### config.mk
export PLATFORM = sky130hd
export DESIGN_NAME = coin_vend_ctrl
export DESIGN_NICKNAME = d
export VERILOG_FILES = /design/src/rtl/coin_vend_pkg.sv /design/src/rtl/coin_classify.sv /design/src/rtl/credit_step.sv /design/src/rtl/credit_reg.sv /design/src/rtl/coin_vend_ctrl.sv
export SDC_FILE = /design/constraint.sdc
export NUM_CORES = 1
export LEC_CHECK = 0
export BUFFER_PORTS_ARGS = -buffer_cell sky130_fd_sc_hd__buf_2
export CORE_AREA = 2 2 39 41
export CTS_BUF_LIST = sky130_fd_sc_hd__clkbuf_4 sky130_fd_sc_hd__clkbuf_8
export DETAILED_ROUTE_END_ITERATION = 16
export DIE_AREA = 0 0 41 43
export SLEW_MARGIN = 30
export SYNTH_ARGS = -nofsm -noshare
export SYNTH_HDL_FRONTEND = slang
export SYNTH_SLANG_ARGS = --single-unit
export TNS_END_PERCENT = 5
### constraint.sdc
create_clock -name clk -period 1.25 [get_ports clk]
set_input_delay 0 -clock clk [delete_from_list [all_inputs] [get_ports clk]]
set_output_delay 0 -clock clk [all_outputs]
set_load 0.02 [all_outputs]
### src/rtl/coin_vend_pkg.sv
package coin_vend_pkg;

  // Classification of one sampled cycle of the coin sensor
  typedef enum logic [1:0] {
    COIN_NONE  = 2'b00,
    COIN_SMALL = 2'b01,
    COIN_LARGE = 2'b10,
    COIN_BAD   = 2'b11
  } coin_kind_e;

endpackage

### src/rtl/coin_classify.sv
module coin_classify
  import coin_vend_pkg::*;
(
  input  logic       nickel_stb,
  input  logic       dime_stb,
  output coin_kind_e kind
);

  always_comb begin
    unique case ({dime_stb, nickel_stb})
      2'b01:   kind = COIN_SMALL;
      2'b10:   kind = COIN_LARGE;
      2'b11:   kind = COIN_BAD;
      default: kind = COIN_NONE;
    endcase
  end

endmodule

### src/rtl/credit_step.sv
module credit_step
  import coin_vend_pkg::*;
#(
  parameter int unsigned LEVEL_W     = 2,
  parameter int unsigned TOP_LEVEL   = 3,
  parameter int unsigned SMALL_UNITS = 1,
  parameter int unsigned LARGE_UNITS = 2
) (
  input  logic [LEVEL_W-1:0] level_q,
  input  coin_kind_e         kind,
  output logic [LEVEL_W-1:0] level_d
);

  localparam int unsigned     SUM_W = LEVEL_W + 1;
  localparam logic [SUM_W-1:0] TOP_S = SUM_W'(TOP_LEVEL);
  localparam logic [SUM_W-1:0] SMALL_S = SUM_W'(SMALL_UNITS);
  localparam logic [SUM_W-1:0] LARGE_S = SUM_W'(LARGE_UNITS);

  logic [SUM_W-1:0] add_units;
  logic [SUM_W-1:0] sum;

  always_comb begin
    unique case (kind)
      COIN_SMALL: add_units = SMALL_S;
      COIN_LARGE: add_units = LARGE_S;
      default:    add_units = '0;
    endcase
  end

  assign sum = {1'b0, level_q} + add_units;

  always_comb begin
    if ({1'b0, level_q} == TOP_S) begin
      level_d = '0;
    end else if (sum >= TOP_S) begin
      level_d = TOP_S[LEVEL_W-1:0];
    end else begin
      level_d = sum[LEVEL_W-1:0];
    end
  end

endmodule

### src/rtl/credit_reg.sv
module credit_reg #(
  parameter int unsigned LEVEL_W = 2
) (
  input  logic               clk,
  input  logic               rst,
  input  logic [LEVEL_W-1:0] level_d,
  output logic [LEVEL_W-1:0] level_q
);

  always_ff @(posedge clk) begin
    if (rst) level_q <= '0;
    else     level_q <= level_d;
  end

endmodule

### src/rtl/coin_vend_ctrl.sv
module coin_vend_ctrl
  import coin_vend_pkg::*;
#(
  parameter int unsigned PRICE_UNITS  = 3,
  parameter int unsigned NICKEL_UNITS = 1,
  parameter int unsigned DIME_UNITS   = 2
) (
  input  logic clk,
  input  logic rst,
  input  logic nickel_stb,
  input  logic dime_stb,
  output logic release_o
);

  localparam int unsigned        LEVEL_W = $clog2(PRICE_UNITS + 1);
  localparam logic [LEVEL_W-1:0] TOP_L   = LEVEL_W'(PRICE_UNITS);

  coin_kind_e         kind;
  logic [LEVEL_W-1:0] credit_d;
  logic [LEVEL_W-1:0] credit_q;

  coin_classify u_classify (
    .nickel_stb (nickel_stb),
    .dime_stb   (dime_stb),
    .kind       (kind)
  );

  credit_step #(
    .LEVEL_W     (LEVEL_W),
    .TOP_LEVEL   (PRICE_UNITS),
    .SMALL_UNITS (NICKEL_UNITS),
    .LARGE_UNITS (DIME_UNITS)
  ) u_step (
    .level_q (credit_q),
    .kind    (kind),
    .level_d (credit_d)
  );

  credit_reg #(
    .LEVEL_W (LEVEL_W)
  ) u_reg (
    .clk     (clk),
    .rst     (rst),
    .level_d (credit_d),
    .level_q (credit_q)
  );

  // Moore output: decoded from the stored level only
  assign release_o = (credit_q == TOP_L);

endmodule

==> results.toml, run 1 <==
[run_status]
status = "complete, no violations"

[sta]
rsz0062_at_grt = "no"
fin_setup_tns_ns = 0
post-route-min-period_ns = 1.201
worstMarginPinSlew_ns = 0.1527
skew_ns = 0.0006039
clock.fmax_ghz = 0.8325
hold_viol = 0
hold_ws_ns = 0.03325
slew-limit-headroom = 0.8980
timing.final.crit_share = 0.9609
worst_slack_ns = 0.04885
drv_slew = 0
setup-violations-final = 0

[route]
via_per_inst = 3.059
firstDrtPassIters = 2
met3_length_um = 25
dr.max_layer_used = "met4"
ant_nets = 0
vias = 104
wl_per_cell_um = 6.000
wl_met2_um = 106
drt_iter0_markers = 7
wl_met1_um = 66
routed_wl_um = 204
drc = 0

[worst_setup_path]
cp_max_fo = 2
cp_slowest_stage_delay_ns = 0.44
critPathTopFamily = "adder cells"
cpMaxStageDelayCell = "fa_1"
crit_chain = "ha_2 -> fa_1 -> o21a_1"
path_buf_inv = 0
crit_path_start_kind = "register"
critPathRequiredTime_ns = 1.36
endpoint_kind = "register"
crit_arrival_ns = 1.31
critPathKind = "register to register"

[pwr]
p_clk_frac = 0.509
intPower_mw = 0.2077
power.density_nw_per_um2 = 1408
switchingPower_mw = 0.05828
ir_drop_v = 0.0002156
seq_power_share = 0.318
p_comb_frac = 0.172
p_sw_frac = 0.2191
power_leakage_nw = 0.08481
finalPower_mw = 0.2660

[place]
dpl_cell_area_sq_um = 163.9
port_buffers = 4
place_ws_ns = 0.02262
dpl.cell_count = 31
gp_congestion = 0.5049

[global_route]
grt_use_total = 0.03410
grt_max_degree = 4
antenna_found_initial = 0
gr-total-overflow = 0
grt_pass1_vias = 84
grt_pass1_wl_um = 289

[yosys]
yosys.area.top_type_share = 0.3441
synth_area_sq_um = 116.4
seq_area_frac_synth = 0.3441
synth.distinct_cells = 7
ys_ff_latch = 2
synth.area.top_cells = "dfxtp_1, fa_1, o21a_1"
yosys_warnings = 0
syn_area_per_cell_sq_um = 11.64
synth_top_area_cell = "dfxtp_1"
synth.net_count = 16
syn_inst = 10

[clock_tree]
cts-hold-fix-buffers = 0
cts_max_level = 1
cts_tree = "yes"
cts.repair.resized = 0
clockRootBuffer = "clkbuf_4"
clock_latency_ns = 0.22
cts-buffers-inserted = 3
post_cts.repair.setup_buffers = 0
cts.sinks = 2
path_clk_slew_ns = 0.03
cts.path.max_buffers = 2

[die]
coreArea_sq_um = 1384
rows = 14
die_h_um = 43
start_util = 0.08409
die_area_sq_um = 1763
die_w_um = 41
pin_count = 5

[hold_path]
hold_class = "input pin to register"

[layout]
antenna-diode-count = 0
drive_gt1_frac = 0.6111
final_cells = 34
largest_reg_flops = 2
biggestRegsByFlops = "u_reg.level_q (2)"
final_core_util = 0.1365
regMostFlops = "u_reg.level_q"
num-nets-final = 26
area_growth_pct = 62.36
finalInstanceArea_sq_um = 188.9

[flow_run]
maxCapViolCount = 0
[synth_stat cells, drive strengths merged]
master	number
a21oi	1
and2	1
dfxtp	2
fa	1
ha	1
nor2b	2
o21a	2
[area by class of cell]
cell class                 count  area, sq um
sequential                     2        40.04
multi-input combinational      8        78.83
tap                           16        20.02
fill                         168         1195
clock buffer                   3        22.52
timing repair buffer           5        27.53
[per-layer routing]
layer,vias up,global-route usage
li1,51,-
met1,48,0.01603
met2,3,0.03438
met3,2,0.04712
met4,0,0.06000
met5,-,0
[kinds of logic after synthesis]
family / synth area share
AO/OA/AOI/OAI: 0.2043
flip-flops: 0.3441
AND/OR/NAND/NOR: 0.1720
adder cells (fa/ha/maj): 0.2796
[path summary, 6_finish.rpt]
kind                     from          endpoint  slack (ns)  cells past startpoint
min reg2reg  u_reg.level_q[1]  u_reg.level_q[1]        0.59                      2
min                       rst  u_reg.level_q[1]        0.03                      3
max reg2reg  u_reg.level_q[0]  u_reg.level_q[1]        0.05                      3
max          u_reg.level_q[0]  u_reg.level_q[1]        0.05                      3
[power by group through the flow]
stage	Clock, mW	Sequential, mW	Combinational [mW]
2_1_floorplan	0	0.0852	0.0265
3_3_place_gp	0	0.0854	0.0451
3_5_place_dp	0	0.0859	0.0459
4_1_cts	0.144	0.0851	0.0470
5_1_grt	0.151	0.0871	0.0509
6_report	0.135	0.0847	0.0459
[worst register-to-register path, delay by kind of cell, from the launching register on]
kind / cells / cell delay (ns)
DFF: 1 / 0.30
AOI/OAI and AO/OA: 1 / 0.17
adders and majority gates: 2 / 0.62
[cells in the final DEF (no fill, tap or decap), drive strengths merged]
master  netlist  layout
fa            1       1
ha            1       1
clkbuf        0       3
and2          1       1
a21oi         1       1
nor2b         2       2
buf           0       5
dfxtp         2       2
o21a          2       2
Power figures use the tool's default switching activity.
==> inputs of run 2 (changes only) <==
Settings changed: SETUP_SLACK_MARGIN from default to 0.15.
Clock period 1.25 ns to 1.1 ns, I/O delays scaled along.
==> run 2 against run 1 <==
  * The flow now finishes with violations (negative setup slack)
  * Routed wire length up 26%
  * Critical path depth unchanged
  * Sequential power up 15%
  * Worst setup slack lost 0.10 ns
  * Cell area up 13%
  * Maximum frequency increased by 4.2%
  * Critical path type unchanged
  * Critical endpoint unchanged
  * Highest routed layer unchanged
==> results.toml, run 2 (synthesis gave the netlist of run 1 again) <==
[die]
start_util = 0.08409
die_w_um = 41
die_h_um = 43
pin_count = 5
coreArea_sq_um = 1384
rows = 14
die_area_sq_um = 1763

[sta]
slew-limit-headroom = 0.8427
fin_setup_tns_ns = -0.05253
worst_slack_ns = -0.05253
clock.fmax_ghz = 0.8677
setup-violations-final = 1
skew_ns = 0.003537
drv_slew = 0
hold_ws_ns = 0.02545
post-route-min-period_ns = 1.153
hold_viol = 0
rsz0062_at_grt = "yes"
timing.final.crit_share = 1.048
worstMarginPinSlew_ns = 0.2354

[clock_tree]
cts-hold-fix-buffers = 0
path_clk_slew_ns = 0.03
cts_max_level = 1
cts.sinks = 2
clock_latency_ns = 0.23
clockRootBuffer = "clkbuf_4"
cts.path.max_buffers = 2
cts-buffers-inserted = 3
post_cts.repair.setup_buffers = 0
cts_tree = "yes"

[place]
dpl.cell_count = 32
place_ws_ns = -0.08542
dpl_cell_area_sq_um = 175.2
port_buffers = 4
gp_congestion = 0.5684

[global_route]
grt_use_total = 0.04915
grt_pass1_wl_um = 448
grt_max_degree = 3
grt_pass1_vias = 110
antenna_found_initial = 0
gr-total-overflow = 0

[layout]
final_cells = 35
biggestRegsByFlops = "u_reg.level_q (2)"
final_cell_mix = "clkbuf_4, buf_2, buf_4"
largest_reg_flops = 2
drive_gt1_frac = 0.7368
area_growth_pct = 82.80
antenna-diode-count = 0
final_core_util = 0.1537
num-nets-final = 27
finalInstanceArea_sq_um = 212.7
fillCellCount = 149
regMostFlops = "u_reg.level_q"

[route]
wl_per_cell_um = 7.371
drt_iter0_markers = 4
ant_nets = 0
drc = 0
vias = 98
firstDrtPassIters = 2
routed_wl_um = 258
via_per_inst = 2.800

[worst_setup_path]
r2r_slack_ns = -0.05
reg2regPathDepth = 3
r2r_end = "u_reg.level_q[1]"
cp_max_fo = 2
critPathRequiredTime_ns = 1.22
crit_path_start = "u_reg.level_q[0]"
endpoint_kind = "register"
crit_arrival_ns = 1.27
crit_path_start_kind = "register"
reg2reg_from = "u_reg.level_q[0]"
critPathKind = "register to register"

[hold_path]
hold_end = "u_reg.level_q[0]"
holdCritStartpoint = "rst"
holdPathStages = 3
hold_class = "input pin to register"

[pwr]
p_clk_frac = 0.495
seq_power_share = 0.293
power_leakage_nw = 0.08938
p_sw_frac = 0.2467
ir_drop_v = 0.0004683
switchingPower_mw = 0.08202
finalPower_mw = 0.3325
p_comb_frac = 0.212
power.density_nw_per_um2 = 1563
intPower_mw = 0.2505

[run_status]
status = "finished with violations"
failed_checks = "negative setup slack"

[flow_run]
maxCapViolCount = 0
## run 2: power by group through the flow
stage | logic [mW] | registers [mW] | clock network (mW)
finish | 0.0704 | 0.0975 | 0.165
global route | 0.0828 | 0.0990 | 0.183
CTS | 0.0697 | 0.0977 | 0.174
detailed placement | 0.0641 | 0.0964 | 0
global placement | 0.0602 | 0.0956 | 0
floorplan | 0.0307 | 0.0979 | 0
## run 2: what timing repair did
action                                  in CTS  in global routing
cloned                                       0                  0
endpoints found under the setup margin       3                  3
pin swaps                                    1                  0
gates resized for setup                      3                  0
## run 2: how the worst max path moves through the flow
stage | endpoint | slack, ns | cells after the start
global placement | u_reg.level_q[1] | -0.06 | 3
finish | u_reg.level_q[1] | -0.05 | 3
detailed placement | u_reg.level_q[1] | -0.09 | 3
floorplan | u_reg.level_q[1] | -0.06 | 3
global route | u_reg.level_q[1] | -0.09 | 3
CTS | u_reg.level_q[1] | -0.05 | 3
## run 2: cell type report
| class | instances | area [sq um] | area share |
|---|---|---|---|
| Timing Repair Buffer | 6 | 37.54 | 0.1765 |
| Tap cell | 16 | 20.02 | 0.09412 |
| Multi-Input combinational cell | 8 | 91.34 | 0.4294 |
| Sequential cell | 2 | 41.29 | 0.1941 |
| Clock buffer | 3 | 22.52 | 0.1059 |
## run 2: worst max-delay path, stage by stage (launching register included)
cell     delay [ns]
dfxtp_2        0.34
ha_4           0.13
fa_2           0.42
o21a_1         0.17
## run 2: routing by layer
layer  track usage  up-vias  routed length, um
met5             0        -                  0
met4       0.04000        0                  6
met3       0.07853        2                 49
met2       0.04375        7                 82
met1       0.04487       35                118
li1              -       54                  -
==> inputs of run 3 (changes only) <==
Settings changed: HOLD_SLACK_MARGIN from default to 0.02, SLEW_MARGIN 30 to 20, TNS_END_PERCENT 5 to default.
==> run 3 against run 2 <==
  * The flow still finishes with violations (negative setup slack)
  * Routed wire length shrank 8.5%
  * Sequential power is essentially flat
  * Register-to-register slack is essentially flat
  * Non-clock buffer count grew 1
  * Core utilization grew 0.72 points
  * Via count grew 7.1%
  * Worst setup slack gained 0.0068 ns
  * Clock power is essentially flat
  * Largest power group unchanged
  * Sequential cell count is the same
  * Critical path depth is the same
  * Global-route usage grew 0.31 points
==> results.toml, run 3 (synthesis gave the netlist of run 1 again) <==
[global_route]
gr-total-overflow = 0
top_usage_layer = "met3"
grt_util_met3 = 0.09424
grt_pass1_vias = 110
antenna_found_initial = 0
grt_max_degree = 3
use_met1 = 0.05161
use_met2 = 0.03750
grt_pass1_wl_um = 469
grt_use_total = 0.05226

[layout]
area.sequential_sq_um = 41.29
fillCellCount = 148
biggestRegsByFlops = "u_reg.level_q (2)"
multiInputGateArea_sq_um = 91.34
largest_reg_flops = 2
drive_gt1_frac = 0.7000
antenna-diode-count = 0
final_cells = 36
num-nets-final = 28
final_cell_mix = "clkbuf_4, buf_2, buf_4"
area_growth_pct = 91.40
regMostFlops = "u_reg.level_q"
finalInstanceArea_sq_um = 222.7

[die]
rows = 14
start_util = 0.08409
coreArea_sq_um = 1384
pin_count = 5
die_h_um = 43
die_w_um = 41
die_area_sq_um = 1763

[pwr]
finalPower_mw = 0.3336
power.density_nw_per_um2 = 1498
ir_drop_v = 0.0004655
power_leakage_nw = 0.09356

[run_status]
failed_checks = "negative setup slack"
status = "finished with violations"

[clock_tree]
path_clk_slew_ns = 0.03
cts.sinks = 2
cts.path.max_buffers = 2
cts_max_level = 1
post_cts.repair.setup_buffers = 0
clock_latency_ns = 0.23
cts-buffers-inserted = 3
clockRootBuffer = "clkbuf_4"
cts_tree = "yes"

[place]
dpl_cell_area_sq_um = 187.7
dpl.cell_count = 32
port_buffers = 4
gp_congestion = 0.5520

[worst_setup_path]
cp_max_fo = 2
reg2regPathDepth = 3
critPathRequiredTime_ns = 1.22
crit_path_start = "u_reg.level_q[0]"
endpoint_kind = "register"
crit_arrival_ns = 1.26
cp_slowest_stage_delay_ns = 0.41
cpMaxStageDelayCell = "fa_2"
critPathKind = "register to register"
crit_chain = "ha_4 -> fa_2 -> o21a_1"
crit_path_start_kind = "register"
crit_path_end = "u_reg.level_q[1]"
reg2reg_from = "u_reg.level_q[0]"
r2r_slack_ns = -0.05
r2r_end = "u_reg.level_q[1]"

[sta]
clock.fmax_ghz = 0.8728
skew_ns = 0.001582
drv_slew = 0
worstMarginPinSlew_ns = 0.2165
post-route-min-period_ns = 1.146
timing.final.crit_share = 1.042
hold_ws_ns = 0.3057
setup-violations-final = 1
rsz0062_at_grt = "yes"
slew-limit-headroom = 0.8553
hold_viol = 0
worst_slack_ns = -0.04568

[flow_run]
maxCapViolCount = 0

[route]
firstDrtPassIters = 2
routed_wl_um = 236
drt_iter0_markers = 7
wl_per_cell_um = 6.556
drc = 0
ant_nets = 0
via_per_inst = 2.917
vias = 105

[hold_path]
hold_class = "input pin to register"
==> run 3: worst min path at each step <==
stage	cells past startpoint	start	to
after floorplan	2	rst	u_reg.level_q[0]
after global placement	3	rst	u_reg.level_q[0]
after detailed placement	3	rst	u_reg.level_q[0]
after CTS	4	dime_stb	u_reg.level_q[0]
after global routing	4	dime_stb	u_reg.level_q[0]
final	4	dime_stb	u_reg.level_q[0]
==> run 3: area by class of cell <==
class,instances,share of cell area
repair buffers,7,0.2135
well taps,16,0.08989
flip-flops and latches,2,0.1854
multi-input cells,8,0.4101
clock buffers,3,0.1011
==> run 3: repair_timing <==
| item | 4_1_cts | 5_1_grt |
|---|---|---|
| setup endpoints to repair | 3 | 3 |
| gates resized for setup | 1 | 0 |
| pin swaps | 0 | 0 |
| cloned | 0 | 0 |
| hold buffers | 1 | 0 |
| hold endpoints to repair | 1 | 0 |
==> run 3: where the power goes <==
part           leakage, nW  switching [mW]  internal, mW
clock network       0.0138          0.0432         0.120
logic               0.0629          0.0275        0.0452
registers           0.0169          0.0108        0.0866
==> run 3: through the flow <==
step           setup WS (ns)  setup TNS, ns  utilization
6_report            -0.04568       -0.04568       0.1609
2_1_floorplan       -0.04492       -0.04492            -
5_1_grt             -0.08127        -0.1003       0.1609
4_1_cts             -0.04956       -0.04956       0.1609
3_5_place_dp        -0.07032       -0.07032       0.1356
3_3_place_gp        -0.06268       -0.06268       0.1356
==> run 3: per-layer routing <==
| metal | part of all wire | wire length [um] |
|---|---|---|
| met5 | 0 | 0 |
| met4 | 0.025 | 6 |
| met1 | 0.56 | 131 |
| met2 | 0.23 | 55 |
| met3 | 0.18 | 42 |
==> run 3: worst max-delay path: cells and delay by family (launching register included) <==
family	cells	cell delay, ns
flip-flops	1	0.33
adder cells (fa/ha/maj)	2	0.54
AO/OA/AOI/OAI	1	0.17
